**src/rtl/burst_col_pkg.sv**
```systemverilog
package burst_col_pkg;
  localparam int unsigned MAX_LEN_LOG2 = 4;
  localparam int unsigned CNT_W = MAX_LEN_LOG2 + 1;

  typedef enum logic [1:0] {
    BL_2  = 2'd0,
    BL_4  = 2'd1,
    BL_8  = 2'd2,
    BL_16 = 2'd3
  } blen_e;
endpackage

```
**src/rtl/burst_len_decode.sv**
```systemverilog
module burst_len_decode
  import burst_col_pkg::*;
(
  input  blen_e                   sel_i,
  output logic [MAX_LEN_LOG2-1:0] mask_o,
  output logic [CNT_W-1:0]        len_o
);
  // bit i of the mask is set when the block spans at least 2^(i+1) locations
  for (genvar i = 0; i < MAX_LEN_LOG2; i++) begin : g_mask
    assign mask_o[i] = (i <= int'(sel_i));
  end

  assign len_o = {1'b0, mask_o} + CNT_W'(1);
endmodule

```
**src/rtl/burst_addr_step.sv**
```systemverilog
module burst_addr_step
  import burst_col_pkg::*;
#(
  parameter int unsigned COL_W = 12
) (
  input  logic [COL_W-1:0]        col_i,
  input  logic [MAX_LEN_LOG2-1:0] mask_i,
  input  logic                    no_wrap_i,
  output logic [COL_W-1:0]        wmask_o,
  output logic [COL_W-1:0]        next_o
);
  localparam int unsigned PAD_W = COL_W - MAX_LEN_LOG2;

  logic [COL_W-1:0] incr;

  assign wmask_o = {{PAD_W{1'b0}}, mask_i};
  assign incr    = col_i + COL_W'(1);

  always_comb begin
    if (no_wrap_i) next_o = incr;
    else           next_o = (col_i & ~wmask_o) | (incr & wmask_o);
  end
endmodule

```
**src/rtl/burst_beat_counter.sv**
```systemverilog
module burst_beat_counter
  import burst_col_pkg::*;
(
  input  logic             clk_i,
  input  logic             rst_ni,
  input  logic             load_i,
  input  logic             en_i,
  input  logic             adv_i,
  input  logic [CNT_W-1:0] len_i,
  output logic             active_o,
  output logic             done_o,
  output logic             step_o
);
  logic [CNT_W-1:0] cnt_q;
  logic             act_q;

  assign active_o = act_q;
  assign done_o   = act_q & (cnt_q == len_i);
  assign step_o   = act_q & adv_i & ~load_i & ~done_o;

  always_ff @(posedge clk_i or negedge rst_ni) begin
    if (!rst_ni) begin
      act_q <= 1'b0;
      cnt_q <= '0;
    end else if (load_i) begin
      act_q <= en_i;
      cnt_q <= CNT_W'(1); // start address is beat one
    end else if (step_o) begin
      cnt_q <= cnt_q + CNT_W'(1);
    end
  end
endmodule

```
**src/rtl/burst_col_gen.sv**
```systemverilog
module burst_col_gen
  import burst_col_pkg::*;
#(
  parameter int unsigned COL_W = 12
) (
  input  logic             clk_i,
  input  logic             rst_ni,
  input  logic             latch_mode_i,
  input  logic             start_i,
  input  logic [COL_W-1:0] col_addr_i,
  input  logic             burst_req_i,
  input  logic [1:0]       blen_sel_i,
  input  logic             no_wrap_i,
  input  logic             beat_i,
  output logic [COL_W-1:0] col_addr_o,
  output logic             burst_active_o,
  output logic             burst_done_o
);
  logic [COL_W-1:0]        col_q;
  blen_e                   blen_q;
  logic                    nw_q;
  logic [MAX_LEN_LOG2-1:0] mask;
  logic [CNT_W-1:0]        len;
  logic [COL_W-1:0]        wmask;
  logic [COL_W-1:0]        col_next;
  logic                    step;

  burst_len_decode u_dec (
    .sel_i  (blen_q),
    .mask_o (mask),
    .len_o  (len)
  );

  burst_addr_step #(.COL_W(COL_W)) u_step (
    .col_i     (col_q),
    .mask_i    (mask),
    .no_wrap_i (nw_q),
    .wmask_o   (wmask),
    .next_o    (col_next)
  );

  burst_beat_counter u_cnt (
    .clk_i    (clk_i),
    .rst_ni   (rst_ni),
    .load_i   (start_i),
    .en_i     (burst_req_i & latch_mode_i),
    .adv_i    (beat_i),
    .len_i    (len),
    .active_o (burst_active_o),
    .done_o   (burst_done_o),
    .step_o   (step)
  );

  always_ff @(posedge clk_i or negedge rst_ni) begin
    if (!rst_ni) begin
      col_q  <= '0;
      blen_q <= BL_2;
      nw_q   <= 1'b0;
    end else if (start_i) begin
      col_q  <= col_addr_i;
      blen_q <= blen_e'(blen_sel_i);
      nw_q   <= no_wrap_i;
    end else if (step) begin
      col_q  <= col_next;
    end
  end

  assign col_addr_o = col_q;
endmodule

```
**config.mk**
```make
export PLATFORM = sky130hd
export DESIGN_NAME = burst_col_gen
export DESIGN_NICKNAME = d
export VERILOG_FILES = /design/src/rtl/burst_col_pkg.sv /design/src/rtl/burst_len_decode.sv /design/src/rtl/burst_addr_step.sv /design/src/rtl/burst_beat_counter.sv /design/src/rtl/burst_col_gen.sv
export SDC_FILE = /design/constraint.sdc
export NUM_CORES = 1
export LEC_CHECK = 0
export ABC_AREA = 1
export BUFFER_PORTS_ARGS = -buffer_cell sky130_fd_sc_hd__buf_4
export CAP_MARGIN = 0
export CORE_MARGIN = 3
export CORE_UTILIZATION = 34
export CTS_BUF_LIST = sky130_fd_sc_hd__clkbuf_4 sky130_fd_sc_hd__clkbuf_8
export CTS_CLUSTER_DIAMETER = 150
export CTS_CLUSTER_SIZE = 10
export DETAILED_ROUTE_END_ITERATION = 8
export PLACE_DENSITY_LB_ADDON = 0.2
export SLEW_MARGIN = 5
export SYNTH_ARGS = -nofsm -noshare
export SYNTH_HDL_FRONTEND = slang
export SYNTH_SLANG_ARGS = --single-unit
```
**constraint.sdc**
```tcl
create_clock -name clk_i -period 4.2 [get_ports clk_i]
set_input_delay 0 -clock clk_i [delete_from_list [all_inputs] [get_ports clk_i]]
set_output_delay 0 -clock clk_i [all_outputs]
set_load 0.02 [all_outputs]
```
# ---- Word-level counts from Yosys, hierarchy flattened
# Cells that the tools add are included.
dict set report totals {
  regBits 21
  inputBits 21
}
dict set report classes {
  n_addsub 3
  n_lt_le_gt_ge 3
  n_eq_ne 1
  n_mux 5
  bitwise 11
  n_reduce_logical 1
}
# operator count
set op_table {}
lappend op_table {{$mux W12} 3}
lappend op_table {{$add A12 B1 Y12 const B} 1}
lappend op_table {{$and A12 B12 Y12} 1}
lappend op_table {{$and A12 B4 Y12} 1}
lappend op_table {{$not A4 Y12} 1}
lappend op_table {{$or A12 B12 Y12} 1}
lappend op_table {{$mux W5} 2}
lappend op_table {{$add A4 B1 Y5 const B} 1}
lappend op_table {{$add A5 B1 Y5 const B} 1}
lappend op_table {{$and A1 B1 Y1} 5}
lappend op_table {{$eq A5 B5 Y1} 1}
lappend op_table {{$le A2 B2 Y1 const A} 2}
lappend op_table {{$le A1 B2 Y1 const A} 1}
lappend op_table {{$not A1 Y1} 2}
lappend op_table {{$reduce_bool A2 Y1} 1}

# ---- Longest topological paths before layout
# Gate-level depths: netlist of run 1.
dict set report logic_depth {
  word_depth 8
  ltp_mapped 12
}

# ---- Cells and area by module
# Synthesis of run 1 repeated with hierarchy kept, for this count alone.
dict set report unflattened {
  hier_cells 241
  hier_area_um2 1639.1
}
# module instances cells_per_inst area_each_um2 seq_area_each_um2
set by_module_without_submodules {}
lappend by_module_without_submodules {burst_col_gen 1 81 688.2 375.4}
lappend by_module_without_submodules {burst_beat_counter 1 67 473.0 150.1}
lappend by_module_without_submodules {burst_addr_step 1 79 414.1 0.0}
lappend by_module_without_submodules {burst_len_decode 1 14 63.8 0.0}

# ---- Worst setup path after synthesis of run 1
# No wires, ideal clock.
dict set report synth_path {
  path_type {reg-to-reg}
  startpoint {register col_q[0] (netlist: col_addr_o[0])}
  endpoint {register col_q[8] (netlist: col_addr_o[8])}
  t_arrival_ps 1438
  required_ps 4082
  slack_ps 2644
  path_stages_with_launch 9
  path_cell_list {dfrtp_1 ha_1 nand2_1 nor2_1 nand4_1 nand3_1 nand2_1 nand3_1 nand2_1}
}
dict set report synth_via {
  elab_chain_len 6
}
# item line_no
set synth_rtl {}
lappend synth_rtl {{start, declared} burst_col_gen.sv:19} ;# logic [COL_W-1:0] col_q;
lappend synth_rtl {{start signal, assigned} burst_col_gen.sv:60} ;# col_q <= col_addr_i;
lappend synth_rtl {{start signal, assigned} burst_col_gen.sv:64} ;# col_q <= col_next;
lappend synth_rtl {{$add A12 B1 Y12 *} burst_addr_step.sv:17} ;# assign incr = col_i + COL_W'(1);
lappend synth_rtl {{$and A12 B4 Y12} burst_addr_step.sv:21} ;# else next_o = (col_i & ~wmask_o) | (incr & wmask_o);
lappend synth_rtl {{$or A12 B12 Y12} burst_addr_step.sv:21}
lappend synth_rtl {{$mux W12 *} burst_addr_step.sv:20} ;# if (no_wrap_i) next_o = incr;
lappend synth_rtl {{$mux W12 *} burst_col_gen.sv:63} ;# end else if (step) begin
lappend synth_rtl {{$mux W12 *} burst_col_gen.sv:59} ;# end else if (start_i) begin
# Every way passes the cells marked *; elsewhere a longest branch is shown, timed or not. The select of a mux whose other input is x is not followed.
# A chain may end at the register's enable or synchronous reset.

# ---- Final worst setup path of run 1
# Same ends and word-level chain as after synthesis.

==> results of run 1 <==
-- metal layers --
| metal | up-vias | share of wire (%) |
|---|---|---|
| li1 | 775 | - |
| met1 | 623 | 51 |
| met2 | 28 | 43 |
| met3 | 6 | 3.9 |
| met4 | 0 | 1.7 |
| met5 | - | 0 |
-- worst paths after layout --
kind,from,endpoint,slack (ns),cells past startpoint
min in group asynchronous,rst_ni,col_addr_o[0]$_DFFE_PN0P_,0.16,2
max in group asynchronous,rst_ni,col_addr_o[7]$_DFFE_PN0P_,3.82,2
max,col_addr_o[0]$_DFFE_PN0P_,col_addr_o[8]$_DFFE_PN0P_,2.50,8
min,col_addr_i[9],col_addr_o[9]$_DFFE_PN0P_,0.05,5
min reg2reg,col_addr_o[4]$_DFFE_PN0P_,col_addr_o[4]$_DFFE_PN0P_,0.54,2
max reg2reg,col_addr_o[0]$_DFFE_PN0P_,col_addr_o[8]$_DFFE_PN0P_,2.50,8
-- cells in the mapped netlist (all sizes together) --
| cell type | number | area, um2 |
|---|---|---|
| clkbuf | 2 | 7.51 |
| xor2 | 2 | 17.5 |
| nand3 | 32 | 165 |
| nor3 | 1 | 5.00 |
| dfrtp | 21 | 526 |
| nand4 | 3 | 18.8 |
| a21oi | 4 | 20.0 |
| nor2 | 19 | 73.8 |
| clkinv | 1 | 3.75 |
| or2 | 1 | 6.26 |
| nand2 | 88 | 350 |
| buf | 3 | 27.5 |
| xnor2 | 1 | 8.76 |
| o21ai | 18 | 90.1 |
| ha | 2 | 25.0 |
| inv | 20 | 75.1 |
-- worst max-delay path: cells and delay by family, from the launching register on --
kind,cells,cell delay (ns)
DFF,1,0.46
and+or+nand+nor,7,0.92
adders and majority gates,1,0.21
-- power by group through the flow --
stage / registers, mW / logic (mW) / clock network [mW]
floorplan: 0.278 / 0.0785 / 0
global placement: 0.262 / 0.163 / 0
detailed placement: 0.262 / 0.164 / 0
CTS: 0.258 / 0.169 / 0.141
global route: 0.263 / 0.186 / 0.149
finish: 0.258 / 0.166 / 0.138
-- cell type report --
type / count / area [um2]
multi-input combinational: 171 / 781
clock buffer: 3 / 41.3
fill: 418 / 2050
tap: 48 / 60.1
timing repair buffer: 40 / 315
inverter: 21 / 78.8
sequential: 21 / 526
clock inverter: 1 / 5.00
-- stage by stage --
step                instance area, um2  setup slack [ns]  util (%)
floorplan                         1420              2.64         -
CTS                               1810              2.49      46.9
global placement                  1700              2.50      44.1
finish                            1810              2.50      46.9
global route                      1810              2.29      46.9
detailed placement                1700              2.51      44.1
-- cell families (layout without fill, tap and decap cells) --
group                    Yosys count  count (layout)  synth area share (%)
AND/OR/NAND/NOR                  144             144                  43.6
buffers and inverters             26              65                  8.02
AO/OA/AOI/OAI                     22              22                  7.75
flip-flops                        21              21                  37.0
XOR/XNOR                           3               3                  1.85
adder cells (fa/ha/maj)            2               2                  1.76
==> results.yml, run 1 <==
final_layout:
  finalNonFillerCells: 305
  antennaDiodeCount: 0
  post_route_cells_drive_above_1_share_pct: 17.9
  synthToLayoutAreaGrowth_pct: 27.2
  layout.cells.most_common_list: "84 x sky130_fd_sc_hd__nand2_1, 34 x sky130_fd_sc_hd__buf_4, 31 x sky130_fd_sc_hd__nand3_1, 21 x sky130_fd_sc_hd__dfrtp_1, 19 x sky130_fd_sc_hd__inv_1"
  commonest_non_fill_non_tap_cell_in_the_layout: "sky130_fd_sc_hd__nand2_1"
  fin_nets: 281
synth:
  warnings_from_yosys: 0
  yosys.cell_types.count: 23
  mappedNetlistArea_um2: 1420
  synth_cells: 218
  synth_seq_area_share_pct: 37.0
  synth.avg_cell_area_um2: 6.51
  synth_nets: 241
  postSynthRegisterBits: 21
timing:
  min_period_over_period_pct: 40.6
  final.hold.worst_slack_ns: 0.0505
  rsz0062_at_grt: "no"
  max_clock_freq_mhz: 587
  setup_violations: 0
  slew_violations: 0
  setup-tns-final_ns: 0
  maxSlewHeadroom_pct: 68.3
  hold_viol: 0
  final.min_clock_period_ns: 1.70
  worst_setup_skew_after_layout_ns: 0.00115
  max_slew.worst_pin.slew_ns: 0.474
global_routing:
  globalRouteMet1Util_pct: 19.6
  busiest_layer: "met2"
  grt_pass1_wl_um: 5840
  number_of_antenna_violations_at_the_first_check_in_global_routing: 0
  via_count_of_the_first_global_routing_pass: 1308
  grt_start_max_net_pins: 31
  globalRouteOverflowTotal: 0
  global_route.usage.total_pct: 14.2
  grt.met2_usage_pct: 22.2
  met3_usage_grt_pct: 2.70
clock_network:
  cts_made_buffers: 3
  cts_tree: "built"
  clkTransAtPathRegs_ns: 0.08
  clk_root_buffer_cell: "sky130_fd_sc_hd__clkbuf_8"
  cts_htree_levels: 1
  insertion_delay_ns: 0.26
  holdBufCountCts: 6
  clock_tree.buffer_depth: 2
  clock_sinks: 21
  postCtsSetupBuffers: 0
  cts_resized: 0
placed_design:
  gpl.final_weighted_congestion: 0.837
  hpwlAfterDp_um: 2590
  placed_cells: 295
  place.port_buffers: 34
critical_path:
  path_common_cell: "sky130_fd_sc_hd__nand2_1"
  worst_setup_path_type: "reg -> reg"
  slowest_delay_ns: 0.46
  critical-path-slowest-cell: "sky130_fd_sc_hd__dfrtp_1"
  cp.required_ns: 4.36
  worst-endpoint-arrival_ns: 1.86
  startpoint_type_of_the_worst_setup_path: "flop"
  endpoint_kind: "flop"
  cp_cell_sequence: "ha_1 > nand2_1 > nor2_1 > nand4_1 > nand3_1 > nand2_1 > nand3_1 > nand2_1"
  path_max_fanout: 7
power_and_ir_drop:
  power.clock.fraction_pct: 24.5
  combinationalPowerShare_pct: 29.6
  static-leakage-power_nw: 0.923
  cellInternalPower_mw: 0.362
  post-layout-total-power_mw: 0.563
  cellPowerDensity_nw_per_um2: 311
  netSwitchingFraction_pct: 35.6
  power.ir.vdd_worst_mv: 0.102
  share_seq_of_total_power_pct: 45.9
  netSwitchingPower_mw: 0.200
floorplanning:
  placeableCoreArea_um2: 3850
  die_area_um2: 4990
  die-height_um: 70.6
  row_count: 22
  floorplan.initialDensity_pct: 36.9
  die_width_um: 70.6
  num_io_pins: 35
drt:
  routed_wire_length_per_instance_um: 11.5
  route.vias.total: 1432
  drt_drc_violations_left: 0
  ant_nets: 0
  detail_route.iter0.violations: 74
  post_dr_vias_cell: 4.70
  detail_route.wirelength_um: 3490
  detailedRoute.firstPassIterationCount: 4
job:
  timing.max_cap.violations: 0
hold_path:
  hp-class: "in -> reg"
status:
  status: "finished clean"
(Power assumes the default switching activity.)
==> run 2, diff against run 1 <==
Clock period 4.2 ns to 1.5 ns, I/O delays scaled along.
==> results.yml, run 2 (synthesized netlist as in run 1, its figures left out) <==
status:
  status: "finished clean"
floorplanning:
  floorplan.initialDensity_pct: 36.9
  placeableCoreArea_um2: 3850
  num_io_pins: 35
  die_area_um2: 4990
  die-height_um: 70.6
  die_width_um: 70.6
  row_count: 22
hold_path:
  hp-class: "in -> reg"
  hold_depth: 5
  min_from: "col_addr_i[9]"
  min_delay_worst_endpoint: "col_addr_o[9]$_DFFE_PN0P_"
final_layout:
  post_route_cells_drive_above_1_share_pct: 29.8
  fillerInstances: 410
  layout.cells.most_common_list: "80 x sky130_fd_sc_hd__nand2_1, 55 x sky130_fd_sc_hd__buf_4, 29 x sky130_fd_sc_hd__nand3_1, 21 x sky130_fd_sc_hd__dfrtp_1, 17 x sky130_fd_sc_hd__inv_1"
  multi_input_comb_area_um2: 853
  synthToLayoutAreaGrowth_pct: 45.8
  utilization_pct: 53.7
  area.sequential_um2: 526
  commonest_non_fill_non_tap_cell_in_the_layout: "sky130_fd_sc_hd__nand2_1"
  antennaDiodeCount: 0
  fin_nets: 306
power_and_ir_drop:
  power.ir.vdd_worst_mv: 0.373
  static-leakage-power_nw: 1.05
  cellPowerDensity_nw_per_um2: 826
critical_path:
  reg2reg_to: "col_addr_o[11]$_DFFE_PN0P_"
  worst-endpoint-arrival_ns: 1.47
  worstPathBufferInverterCount: 4
  critical-path-slowest-cell: "sky130_fd_sc_hd__dfrtp_1"
  critPathTopFamily: "flip-flops"
  cp_cell_sequence: "inv_2 > nand2_2 > nand2_1 > nand2_1 > nor2_2 > nand2_2 > buf_6 > inv_2 > buf_6"
  startpoint_type_of_the_worst_setup_path: "flop"
  cp.required_ns: 1.50
  endpoint_kind: "primary output"
  path_max_fanout: 5
  slowest_delay_ns: 0.42
  ff2ff_path_depth: 10
  crit_start: "blen_q[0]$_DFFE_PN0P_"
  regToRegSetupSlack_ns: 0.05
  worst_setup_path_type: "reg -> out"
  timing.rr.start: "blen_q[0]$_DFFE_PN0P_"
drt:
  routed_wire_length_per_instance_um: 12.2
  detailedRoute.firstPassIterationCount: 4
  drt_drc_violations_left: 0
  detail_route.wirelength_um: 4030
  route.vias.total: 1585
  ant_nets: 0
  post_dr_vias_cell: 4.80
  detail_route.iter0.violations: 117
clock_network:
  clock_tree.buffer_depth: 2
  clk_root_buffer_cell: "sky130_fd_sc_hd__clkbuf_8"
  insertion_delay_ns: 0.27
  cts_htree_levels: 1
  clock_sinks: 21
  cts_tree: "built"
  clkTransAtPathRegs_ns: 0.08
  cts_made_buffers: 3
placed_design:
  hpwlAfterDp_um: 2880
  gpl.final_weighted_congestion: 0.889
  place.port_buffers: 34
timing:
  worst_setup_skew_after_layout_ns: 0.00730
  maxSlewHeadroom_pct: 77.1
  setup-tns-final_ns: 0
  slew_violations: 0
  setup_violations: 0
  max_clock_freq_mhz: 682
  final.hold.worst_slack_ns: 0.0740
  hold_viol: 0
  rsz0062_at_grt: "yes"
  max_slew.worst_pin.slew_ns: 0.344
  final.min_clock_period_ns: 1.47
  min_period_over_period_pct: 97.8
job:
  timing.max_cap.violations: 0
global_routing:
  grt_pass1_wl_um: 6620
  global_route.usage.total_pct: 16.2
  grt_start_max_net_pins: 24
  number_of_antenna_violations_at_the_first_check_in_global_routing: 0
  via_count_of_the_first_global_routing_pass: 1436
  globalRouteOverflowTotal: 0
## run 2: worst max-delay path by stage
stage / to / depth (start not counted)
global route: col_addr_o[8]$_DFFE_PN0P_ / 11
detailed placement: col_addr_o[6]$_DFFE_PN0P_ / 11
CTS: col_addr_o[5]$_DFFE_PN0P_ / 9
global placement: col_addr_o[10]$_DFFE_PN0P_ / 11
floorplan: col_addr_o[8]$_DFFE_PN0P_ / 8
finish: burst_done_o / 9
## run 2: cell type report
| class | instances | area share (%) |
|---|---|---|
| inverters | 21 | 3.81 |
| repair buffers | 64 | 24.5 |
| multi-input cells | 172 | 41.2 |
| clock buffers | 3 | 1.99 |
| flip-flops and latches | 21 | 25.4 |
| clock inverters | 1 | 0.242 |
| well taps | 48 | 2.90 |
## run 2: power breakdown
| part | internal, mW | switching (mW) |
|---|---|---|
| sequential | 0.629 | 0.0748 |
| combinational | 0.293 | 0.334 |
| clock | 0.185 | 0.194 |
## run 2: per-layer routing
metal / wire length [um] / track usage, % / part of all wire, % / vias up
li1: - / - / - / 827
met1: 2030 / 25.1 / 50 / 717
met2: 1750 / 23.2 / 43 / 34
met3: 184 / 1.70 / 4.6 / 7
met4: 68 / 5.85 / 1.7 / 0
met5: 0 / 0 / 0 / -
## run 2: stage by stage
step / worst slack [ns] / power [mW] / cells / area (um2)
after floorplan: 0.0198 / 0.999 / 218 / 1420
after global placement: -0.0225 / 1.28 / 314 / 1850
after detailed placement: -0.0281 / 1.28 / 314 / 1850
after CTS: 0.000106 / 1.68 / 325 / 1970
after global routing: -0.0732 / 1.83 / 330 / 2070
final: 0.0327 / 1.71 / 330 / 2070
## run 2: worst register-to-register path: stages, from the launching register on
cell                      delay, ns
sky130_fd_sc_hd__dfrtp_1       0.42
sky130_fd_sc_hd__inv_2         0.12
sky130_fd_sc_hd__nand2_2       0.07
sky130_fd_sc_hd__nand2_1       0.06
sky130_fd_sc_hd__nand2_1       0.06
sky130_fd_sc_hd__nor2_2        0.11
sky130_fd_sc_hd__nand2_2       0.09
sky130_fd_sc_hd__nand2_4       0.12
sky130_fd_sc_hd__nand2_4       0.12
sky130_fd_sc_hd__nand3_1       0.12
sky130_fd_sc_hd__nand2_1       0.05
## run 2: timing repair
item / 4_1_cts / 5_1_grt
gates cloned: 0 / 1
pin swaps: 0 / 5
setup buffers: 1 / 5
hold buffers: 6 / 0
resized for setup: 3 / 17
endpoints found under the setup margin: 9 / 17
endpoints found under the hold margin: 25 / 0
